<file path="config.mk">
export PLATFORM = sky130hd
export DESIGN_NAME = can_tx_scheduler
export DESIGN_NICKNAME = d
export VERILOG_FILES = /design/src/rtl/can_tx_pkg.sv /design/src/rtl/can_tx_ctrl.sv /design/src/rtl/can_tx_status.sv /design/src/rtl/can_tx_scheduler.sv
export SDC_FILE = /design/constraint.sdc
export NUM_CORES = 1
export LEC_CHECK = 0
export ABC_AREA = 1
export BUFFER_PORTS_ARGS = -buffer_cell sky130_fd_sc_hd__buf_2
export CORE_MARGIN = 10
export CORE_UTILIZATION = 43
export DETAILED_ROUTE_END_ITERATION = 7
export PLACE_DENSITY = 0.76
export SYNTH_ARGS = -nofsm -noshare
export SYNTH_HDL_FRONTEND = slang
export SYNTH_SLANG_ARGS = --single-unit
</file>
<file path="constraint.sdc">
create_clock -name clk -period 1.4 [get_ports clk]
set_input_delay 0.14 -clock clk [delete_from_list [all_inputs] [get_ports clk]]
set_output_delay 0.14 -clock clk [all_outputs]
set_load 0.03 [all_outputs]
</file>
<file path="src/rtl/can_tx_pkg.sv">
package can_tx_pkg;

  typedef enum logic {
    ST_IDLE   = 1'b0,
    ST_ACTIVE = 1'b1
  } ctrlState_e;

  typedef struct packed {
    logic launch;   // mark jobIdx busy
    logic finish;   // release busy of jobIdx
    logic dropRdy;  // retire the job in jobIdx
    logic setTx;    // completion flag
    logic setErr;   // failure flag
  } txStrobe_t;

endpackage

</file>
<file path="src/rtl/can_tx_ctrl.sv">
module can_tx_ctrl
  import can_tx_pkg::*;
#(
  parameter int NUM_BUF = 3,
  parameter int IDX_W   = $clog2(NUM_BUF)
) (
  input  logic               clk,
  input  logic               rstN,
  input  logic [NUM_BUF-1:0] rdyIn,
  input  logic [NUM_BUF-1:0] lockIn,
  input  logic               busIdle,
  input  logic               busOff,
  input  logic               noRetry,
  input  logic               txDone,
  input  logic               arbLost,
  input  logic               txErr,
  output txStrobe_t          strobe,
  output logic [IDX_W-1:0]   jobIdx,
  output logic               startReq
);

  ctrlState_e        state, nextState;
  logic [IDX_W-1:0]  curIdx, selIdx;
  logic [NUM_BUF-1:0] pend;
  logic              anyPend, higherPend;

  always_comb begin
    pend       = rdyIn & lockIn;
    anyPend    = |pend;
    selIdx     = '0;
    higherPend = 1'b0;
    for (int i = 0; i < NUM_BUF; i++) begin
      if (pend[i]) selIdx = IDX_W'(i);
      if (pend[i] && (IDX_W'(i) > curIdx)) higherPend = 1'b1;
    end
  end

  always_comb begin
    strobe    = '0;
    nextState = state;
    startReq  = 1'b0;
    jobIdx    = (state == ST_IDLE) ? selIdx : curIdx;
    case (state)
      ST_IDLE: begin
        if (busIdle && !busOff && anyPend) begin
          startReq      = 1'b1;
          strobe.launch = 1'b1;
          nextState     = ST_ACTIVE;
        end
      end
      ST_ACTIVE: begin
        if (busOff) begin
          strobe.finish  = 1'b1;
          strobe.dropRdy = 1'b1;
          nextState      = ST_IDLE;
        end else if (!lockIn[curIdx]) begin
          strobe.finish = 1'b1;
          nextState     = ST_IDLE;
        end else if (txDone) begin
          strobe.finish  = 1'b1;
          strobe.dropRdy = 1'b1;
          strobe.setTx   = 1'b1;
          nextState      = ST_IDLE;
        end else if (arbLost || txErr) begin
          strobe.finish  = 1'b1;
          strobe.setErr  = 1'b1;
          strobe.dropRdy = noRetry;
          nextState      = ST_IDLE;
        end else if (higherPend) begin
          strobe.finish = 1'b1;
          nextState     = ST_IDLE;
        end
      end
      default: nextState = ST_IDLE;
    endcase
  end

  always_ff @(posedge clk) begin
    if (!rstN) begin
      state  <= ST_IDLE;
      curIdx <= '0;
    end else begin
      state <= nextState;
      if (strobe.launch) curIdx <= selIdx;
    end
  end

  assert_start_gate_R4: assert property (@(posedge clk) disable iff (!rstN)
    startReq |-> (busIdle && !busOff));

  assert_start_once_R4: assert property (@(posedge clk) disable iff (!rstN)
    startReq |=> !startReq);

  assert_prio_R3: assert property (@(posedge clk) disable iff (!rstN)
    startReq |-> (((pend >> jobIdx) >> 1) == '0));

endmodule

</file>
<file path="src/rtl/can_tx_status.sv">
module can_tx_status
  import can_tx_pkg::*;
#(
  parameter int NUM_BUF = 3,
  parameter int IDX_W   = $clog2(NUM_BUF)
) (
  input  logic               clk,
  input  logic               rstN,
  input  logic [NUM_BUF-1:0] lockIn,
  input  logic [NUM_BUF-1:0] submitIn,
  input  logic               busOff,
  input  txStrobe_t          strobe,
  input  logic [IDX_W-1:0]   jobIdx,
  input  logic [1:0]         flagClr,
  input  logic               txIe,
  input  logic               errIe,
  output logic [NUM_BUF-1:0] rdyOut,
  output logic [NUM_BUF-1:0] busyOut,
  output logic               txFlag,
  output logic               errFlag,
  output logic               irq
);

  logic [NUM_BUF-1:0] rdyQ, busyQ;
  logic               txFlagQ, errFlagQ;

  for (genvar i = 0; i < NUM_BUF; i++) begin : g_buf
    logic hit;
    assign hit = (jobIdx == IDX_W'(i));

    always_ff @(posedge clk) begin
      if (!rstN)                           rdyQ[i] <= 1'b0;
      else if (busOff || !lockIn[i])       rdyQ[i] <= 1'b0;
      else if (strobe.dropRdy && hit)      rdyQ[i] <= 1'b0;
      else if (submitIn[i])                rdyQ[i] <= 1'b1;
    end

    always_ff @(posedge clk) begin
      if (!rstN)                           busyQ[i] <= 1'b0;
      else if (strobe.launch && hit)       busyQ[i] <= 1'b1;
      else if (strobe.finish && hit)       busyQ[i] <= 1'b0;
    end
  end

  always_ff @(posedge clk) begin
    if (!rstN) begin
      txFlagQ  <= 1'b0;
      errFlagQ <= 1'b0;
    end else begin
      txFlagQ  <= strobe.setTx  | (txFlagQ  & ~flagClr[0]);
      errFlagQ <= strobe.setErr | (errFlagQ & ~flagClr[1]);
    end
  end

  assign rdyOut  = rdyQ;
  assign busyOut = busyQ;
  assign txFlag  = txFlagQ;
  assign errFlag = errFlagQ;
  assign irq     = (txFlagQ & txIe) | (errFlagQ & errIe);

  assert_busy_single_R4: assert property (@(posedge clk) disable iff (!rstN)
    $onehot0(busyQ));

  assert_unlock_R2: assert property (@(posedge clk) disable iff (!rstN)
    ((rdyQ & ~$past(lockIn)) == '0));

  assert_busoff_R8: assert property (@(posedge clk) disable iff (!rstN)
    busOff |=> (rdyQ == '0));

  assert_tx_set_R7: assert property (@(posedge clk) disable iff (!rstN)
    strobe.setTx |=> txFlagQ);

  assert_err_sticky_R10: assert property (@(posedge clk) disable iff (!rstN)
    (errFlagQ && !flagClr[1]) |=> errFlagQ);

endmodule

</file>
<file path="src/rtl/can_tx_scheduler.sv">
module can_tx_scheduler
  import can_tx_pkg::*;
#(
  parameter int NUM_BUF = 3,
  localparam int IDX_W  = $clog2(NUM_BUF)
) (
  input  logic               clk,
  input  logic               rstN,
  input  logic [NUM_BUF-1:0] lockIn,
  input  logic [NUM_BUF-1:0] submitIn,
  input  logic               noRetry,
  input  logic               busIdle,
  input  logic               busOff,
  input  logic               txDone,
  input  logic               arbLost,
  input  logic               txErr,
  input  logic               txIe,
  input  logic               errIe,
  input  logic [1:0]         flagClr,
  output logic               startReq,
  output logic [IDX_W-1:0]   startIdx,
  output logic [NUM_BUF-1:0] rdyOut,
  output logic [NUM_BUF-1:0] busyOut,
  output logic               txFlag,
  output logic               errFlag,
  output logic               irq
);

  txStrobe_t        strobe;
  logic [IDX_W-1:0] jobIdx;

  can_tx_ctrl #(.NUM_BUF(NUM_BUF), .IDX_W(IDX_W)) u_ctrl (
    .clk      (clk),
    .rstN     (rstN),
    .rdyIn    (rdyOut),
    .lockIn   (lockIn),
    .busIdle  (busIdle),
    .busOff   (busOff),
    .noRetry  (noRetry),
    .txDone   (txDone),
    .arbLost  (arbLost),
    .txErr    (txErr),
    .strobe   (strobe),
    .jobIdx   (jobIdx),
    .startReq (startReq)
  );

  can_tx_status #(.NUM_BUF(NUM_BUF), .IDX_W(IDX_W)) u_status (
    .clk      (clk),
    .rstN     (rstN),
    .lockIn   (lockIn),
    .submitIn (submitIn),
    .busOff   (busOff),
    .strobe   (strobe),
    .jobIdx   (jobIdx),
    .flagClr  (flagClr),
    .txIe     (txIe),
    .errIe    (errIe),
    .rdyOut   (rdyOut),
    .busyOut  (busyOut),
    .txFlag   (txFlag),
    .errFlag  (errFlag),
    .irq      (irq)
  );

  assign startIdx = jobIdx;

endmodule

</file>
---- Word level (Yosys, flattened, before mapping) ----
Index checks and enable logic that the tools add are counted.
operators by class
  reductions and logical operators ........ 30
  equality and inequality tests ........... 2
  mux-type cells .......................... 34
  bitwise logic cells ..................... 12
  $lt $le $gt $ge ......................... 4
operators by type and width
  kind                                                                            number
  1-bit 2-to-1 mux                                                                25
  1-bit logical AND                                                               14
  3-bit OR reduction                                                              4
  2-bit 2-to-1 mux                                                                5
  2-bit nonzero test                                                              3
  1-bit AND                                                                       4
  1-bit by 2-bit greater-than comparator with 1-bit output, first input constant  2
  1-bit zero test                                                                 4
  1-bit logical OR                                                                4
  4-bit 2-to-1 mux                                                                1
  1-bit NOT                                                                       4
  3-bit AND                                                                       1
  2-bit by 3-bit < comparator with 1-bit output, second input constant            1
  3-bit 2-to-1 mux                                                                1
  1-bit OR                                                                        3
  1-bit binary-select mux with 2-bit select                                       1
  2-bit by 1-bit equality test with 1-bit output, second input constant           1
  2-bit equality test, second input constant                                      1
  2-bit greater-than comparator, first input constant                             1
  2-bit zero test                                                                 1
  1-bit case mux with 2 select lines                                              1
word-level totals
  input bits .............................. 18
  logic and storage cells ................. 92
  flip-flop bits (word level) ............. 11
  output and inout bits ................... 12

---- Longest topological paths before layout ----
  depth in word-level cells ............... 14
  gate-level depth with buffers ........... 8
  depth with buffers taken out ............ 8

---- By module ----
Synthesis repeated with hierarchy kept, for this count alone.
unflattened totals
  cells, all modules ...................... 102
  area, all modules ....................... 663.1 sq um
by module, submodules not included
  module         seq. area each (sq um)  instances  cells an instance  area each (sq um)
  can_tx_ctrl    60.1                    1          58                 341.6
  can_tx_status  160.2                   1          44                 321.6

---- Worst setup path after synthesis ----
Ideal clock, no wire load.
  kind .................................... reg-to-reg
  from .................................... reg u_status.rdyQ[2] (netlist: u_status.rdyOut[2])
  to ...................................... reg u_status.busyQ[2] (netlist: u_status.busyOut[2])
  setup slack ............................. -0.058 ns
  data required time ...................... 1.277 ns
  period minus slack after synthesis ...... 1.458 ns
  path buffers ............................ 0
  library setup time ...................... 0.123 ns
  stages on the path, launching flop included .. 8
  arrival time ............................ 1.335 ns
  cells stage by stage .................... dfxtp_1 -> nand2_2 -> o21ai_4 -> inv_2 -> nor2_1 -> nand3_1 -> nand2_1 -> a21oi_1
on the way
  elaborated cells on any way between the ends .. 20
  those cells by class .................... eq/ne: 1; mux: 12; bitwise: 1; reduce/logical: 6
RTL lines
  item                                                    RTL line                                  RTL
  start, declared                                         can_tx_status.sv:24                       logic [NUM_BUF-1:0] rdyQ, busyQ;
  start signal, assigned by index                         can_tx_status.sv:32                       if (!rstN) rdyQ[i] <= 1'b0;
  start signal, assigned by index                         can_tx_status.sv:33                       else if (busOff || !lockIn[i]) rdyQ[i] <= 1'b0;
  start signal, assigned by index                         can_tx_status.sv:34                       else if (strobe.dropRdy && hit) rdyQ[i] <= 1'b0;
  3-bit AND *                                             can_tx_ctrl.sv:28                         pend = rdyIn & lockIn;
  2-bit 2-to-1 mux *                                      can_tx_ctrl.sv:33                         if (pend[i]) selIdx = IDX_W'(i);
  2-bit 2-to-1 mux *                                      can_tx_ctrl.sv:42                         jobIdx = (state == ST_IDLE) ? selIdx : curIdx;
  via startIdx[1]                                         can_tx_scheduler.sv:21                    output logic [IDX_W-1:0] startIdx,
  2-bit equality test *                                   can_tx_status.sv:29                       assign hit = (jobIdx == IDX_W'(i));
  1-bit logical AND, on equally long branches             can_tx_status.sv:40, can_tx_status.sv:41
  1-bit 2-to-1 mux or 2-bit nonzero test (tied branches)  n/a
  end signal, assigned by index                           can_tx_status.sv:39                       if (!rstN) busyQ[i] <= 1'b0;
  end signal, assigned by index                           can_tx_status.sv:40                       else if (strobe.launch && hit) busyQ[i] <= 1'b1;
  end signal, assigned by index                           can_tx_status.sv:41                       else if (strobe.finish && hit) busyQ[i] <= 1'b0;
  end, declared                                           can_tx_status.sv:24
Mark *: on every way through the listed nets, which the timed path passes. The rest lies on a longest branch.
A chain may end at the register's enable or synchronous reset.

---- Worst setup path after layout ----
  from .................................... reg u_ctrl.state
  to ...................................... out startReq
on the way
  longest elaborated chain between the ends .. 1
ends and longest elaborated chain
  item                    RTL line                RTL
  start, declared         can_tx_ctrl.sv:22       ctrlState_e state, nextState;
  start signal, assigned  can_tx_ctrl.sv:83       state <= nextState;
  1-bit 2-to-1 mux        can_tx_ctrl.sv:43       case (state)
  end, declared           can_tx_scheduler.sv:20  output logic startReq,
Every way passes these cells.

==> run metrics <==
wire per inst=12.6 microns; fraction of registers with async set/reset=0%; Area Overhead vs Synth=35.2%; R2R setup slack=0.11 ns; final instance area=837 sq um; Buf+Inv Stages, Crit Path=2; setup violators final=0; Worst setup EP type=output port; Netlist cell types=21; Syn. warnings=0; r2r startpoint=u_ctrl.state; antenna violations before repair=0; Syn Std Cell Area=619 sq um; drt first pass iters=7; status=finished clean; CP Data Arrival Time=1.20 ns; hold depth=4; count leader, synth=nand2_1; Max-cap violations=0; critical path, cell by cell=nor3b_2 > nand2_2 > inv_2 > clkbuf_4; row count=13; I/O pin count=30; Vias=718; Commonest cells post-synth=20 x nand2_1, 11 x dfxtp_1, 10 x inv_1; Worst-Margin Slew=0.277 ns; hpwl dp=1.44 mm; starting DRC count in detailed routing=12; Worst Hold Slack=0.125 ns; largest net degree at the start of global routing=9; fillers=132; total CTS buffers=3; crit path max-delay cell type=dfxtp_2; Sequential Area=223 sq um; critical path type=flop to output port; Global Route Usage Sum=10.3%; RSZ-0062 raised after global routing=true; Slew Limit Headroom=81.4%; top post-synthesis cells by area=dfxtp_1 36%, nand2_1 12%, nand3_1 7.3%; Syn Nets=108; Worst-path clk slew=0.06 ns; final wirelength=1.76 mm; worst vdd ir=517 uV; largest delay contributor family on the critical path=flip-flops; Hold EP=u_status.txFlag; Synth area leader=dfxtp_1; Die Footprint=3360 sq um; first-pass GRT wire length=2.86 mm; minimum clock period=1.34 ns; Cell Pwr Density=733 nW/um^2; clk buf depth=2; Root Buffer=clkbuf_4; Leak=0.408 nW; Synth Instances=90; Critical Path Fanout Max=6; Vias/cell=5.13; GPL Wtd Cong=0.831; width of the die=58.0 microns; CTS tree=yes; worst r2r path cells=8; Final Net Count=144; Initial Utilization=46.4%; RR Endpoint=u_status.busyOut[0]; Synth top area share=35.6%; Mean Syn Cell Area=6.88 sq um; Startpoint Class=flop; EDFF count, synth=0; Fmax achieved=0.746 GHz; FF+latch count, synth=11; port bufs=29; Antenna Cells=0; layout cells sized above 1=40.0%; Final Hold Fails=0; Post-Place Cell Area=781 sq um; Hold Path Origin=flagClr[0]; area of the multi-input gates=338 sq um; Most used DFF post-synth=dfxtp_1; Hold Path Class=primary input to flop; vias in the first global route=701; period utilization=95.8%; Final Skew=0.000495 ns; H-Tree Level Count=1; core box area=1330 sq um; Slew Limit Fails=0; die height=58.0 microns; drc violations=0; GRT Residual Overflow=0; Clk Latency, worst-skew pair=0.26 ns; WP data required=1.26 ns; delay of the slowest critical-path stage=0.35 ns; sequential cell area fraction in the yosys report=35.6%; clk sinks=11; Antenna Nets Post-Route=0
[through the flow]
step | worst slack (ns) | utilization [%] | total power [W] | cells | setup TNS [ns]
2_1_floorplan | 0.0478 | - | 0.000370 | 90 | 0
3_3_place_gp | 0.184 | 58.5 | 0.000409 | 134 | 0
3_5_place_dp | 0.156 | 58.5 | 0.000410 | 134 | 0
4_1_cts | 0.00711 | 60.8 | 0.000616 | 138 | 0
5_1_grt | -0.0295 | 62.8 | 0.000650 | 140 | -0.0350
6_report | 0.0591 | 62.8 | 0.000613 | 140 | 0
[placed cells by master, fill, tap and decap left out, drive strengths merged]
cell	instances
inv	14
buf	31
dfxtp	11
nor2	11
nor3b	1
o21ai	2
nand2	22
nand3	10
or2	1
o2111ai	3
nor3	2
a21oi	9
a22o	1
clkbuf	5
nand4	2
[final cells by class]
class	count	area share, %
flip-flops and latches	11	26.6
inverters	14	6.28
well taps	15	2.24
multi-input cells	64	40.4
clock buffers	4	3.14
repair buffers	32	21.4
[flip-flops by register name, summed over array words and instances (netlist names)]
signal and flops:
u_ctrl.curIdx 2, u_status.rdyOut 3, u_status.errFlag 1, u_status.busyOut 3, u_status.txFlag 1, u_ctrl.state 1
[what timing repair did]
item	4_1_cts	5_1_grt
pin swaps	0	1
hold buffers	0	0
endpoints found under the setup margin	3	3
buffers inserted	0	2
gates resized for setup	2	6
[how the worst max path moves through the flow]
stage                          end  cells past startpoint  slack, ns                from
2_1_floorplan  u_status.busyOut[0]                      8       0.05  u_status.rdyOut[1]
3_3_place_gp   u_status.busyOut[2]                      7       0.18        u_ctrl.state
3_5_place_dp   u_status.busyOut[1]                      6       0.16        u_ctrl.state
4_1_cts                startIdx[1]                      3      0.007        u_ctrl.state
5_1_grt                   startReq                      4      -0.03        u_ctrl.state
6_report                  startReq                      4       0.06        u_ctrl.state
[worst min-delay path, delay by kind of cell]
| kind | cells | cell delay (ns) |
|---|---|---|
| AND/OR/NAND/NOR | 1 | 0.04 |
| buffers and inverters | 2 | 0.10 |
| AO/OA/AOI/OAI | 1 | 0.05 |
[report_power, final]
group          switching (W)  internal [W]  leakage (nW)
registers         0.00000348      0.000317        0.0899
clock network      0.0000967      0.000110        0.0150
logic              0.0000502     0.0000359         0.304
[layer usage]
layer / share of wire, % / up-vias / global-route usage (%)
li1: - / 367 / -
met4: 0.74 / 0 / 5.03
met1: 42 / 323 / 10.9
met5: 0 / - / 0
met3: 11 / 2 / 5.88
met2: 46 / 26 / 16.0
[logic make-up after synthesis]
kind of cell,Yosys count,synth area share [%]
AND/OR/NAND/NOR,49,37.2
flip-flops,11,35.6
buffers and inverters,15,10.3
AO/OA/AOI/OAI,15,17.0
Power figures use the tool's default switching activity.
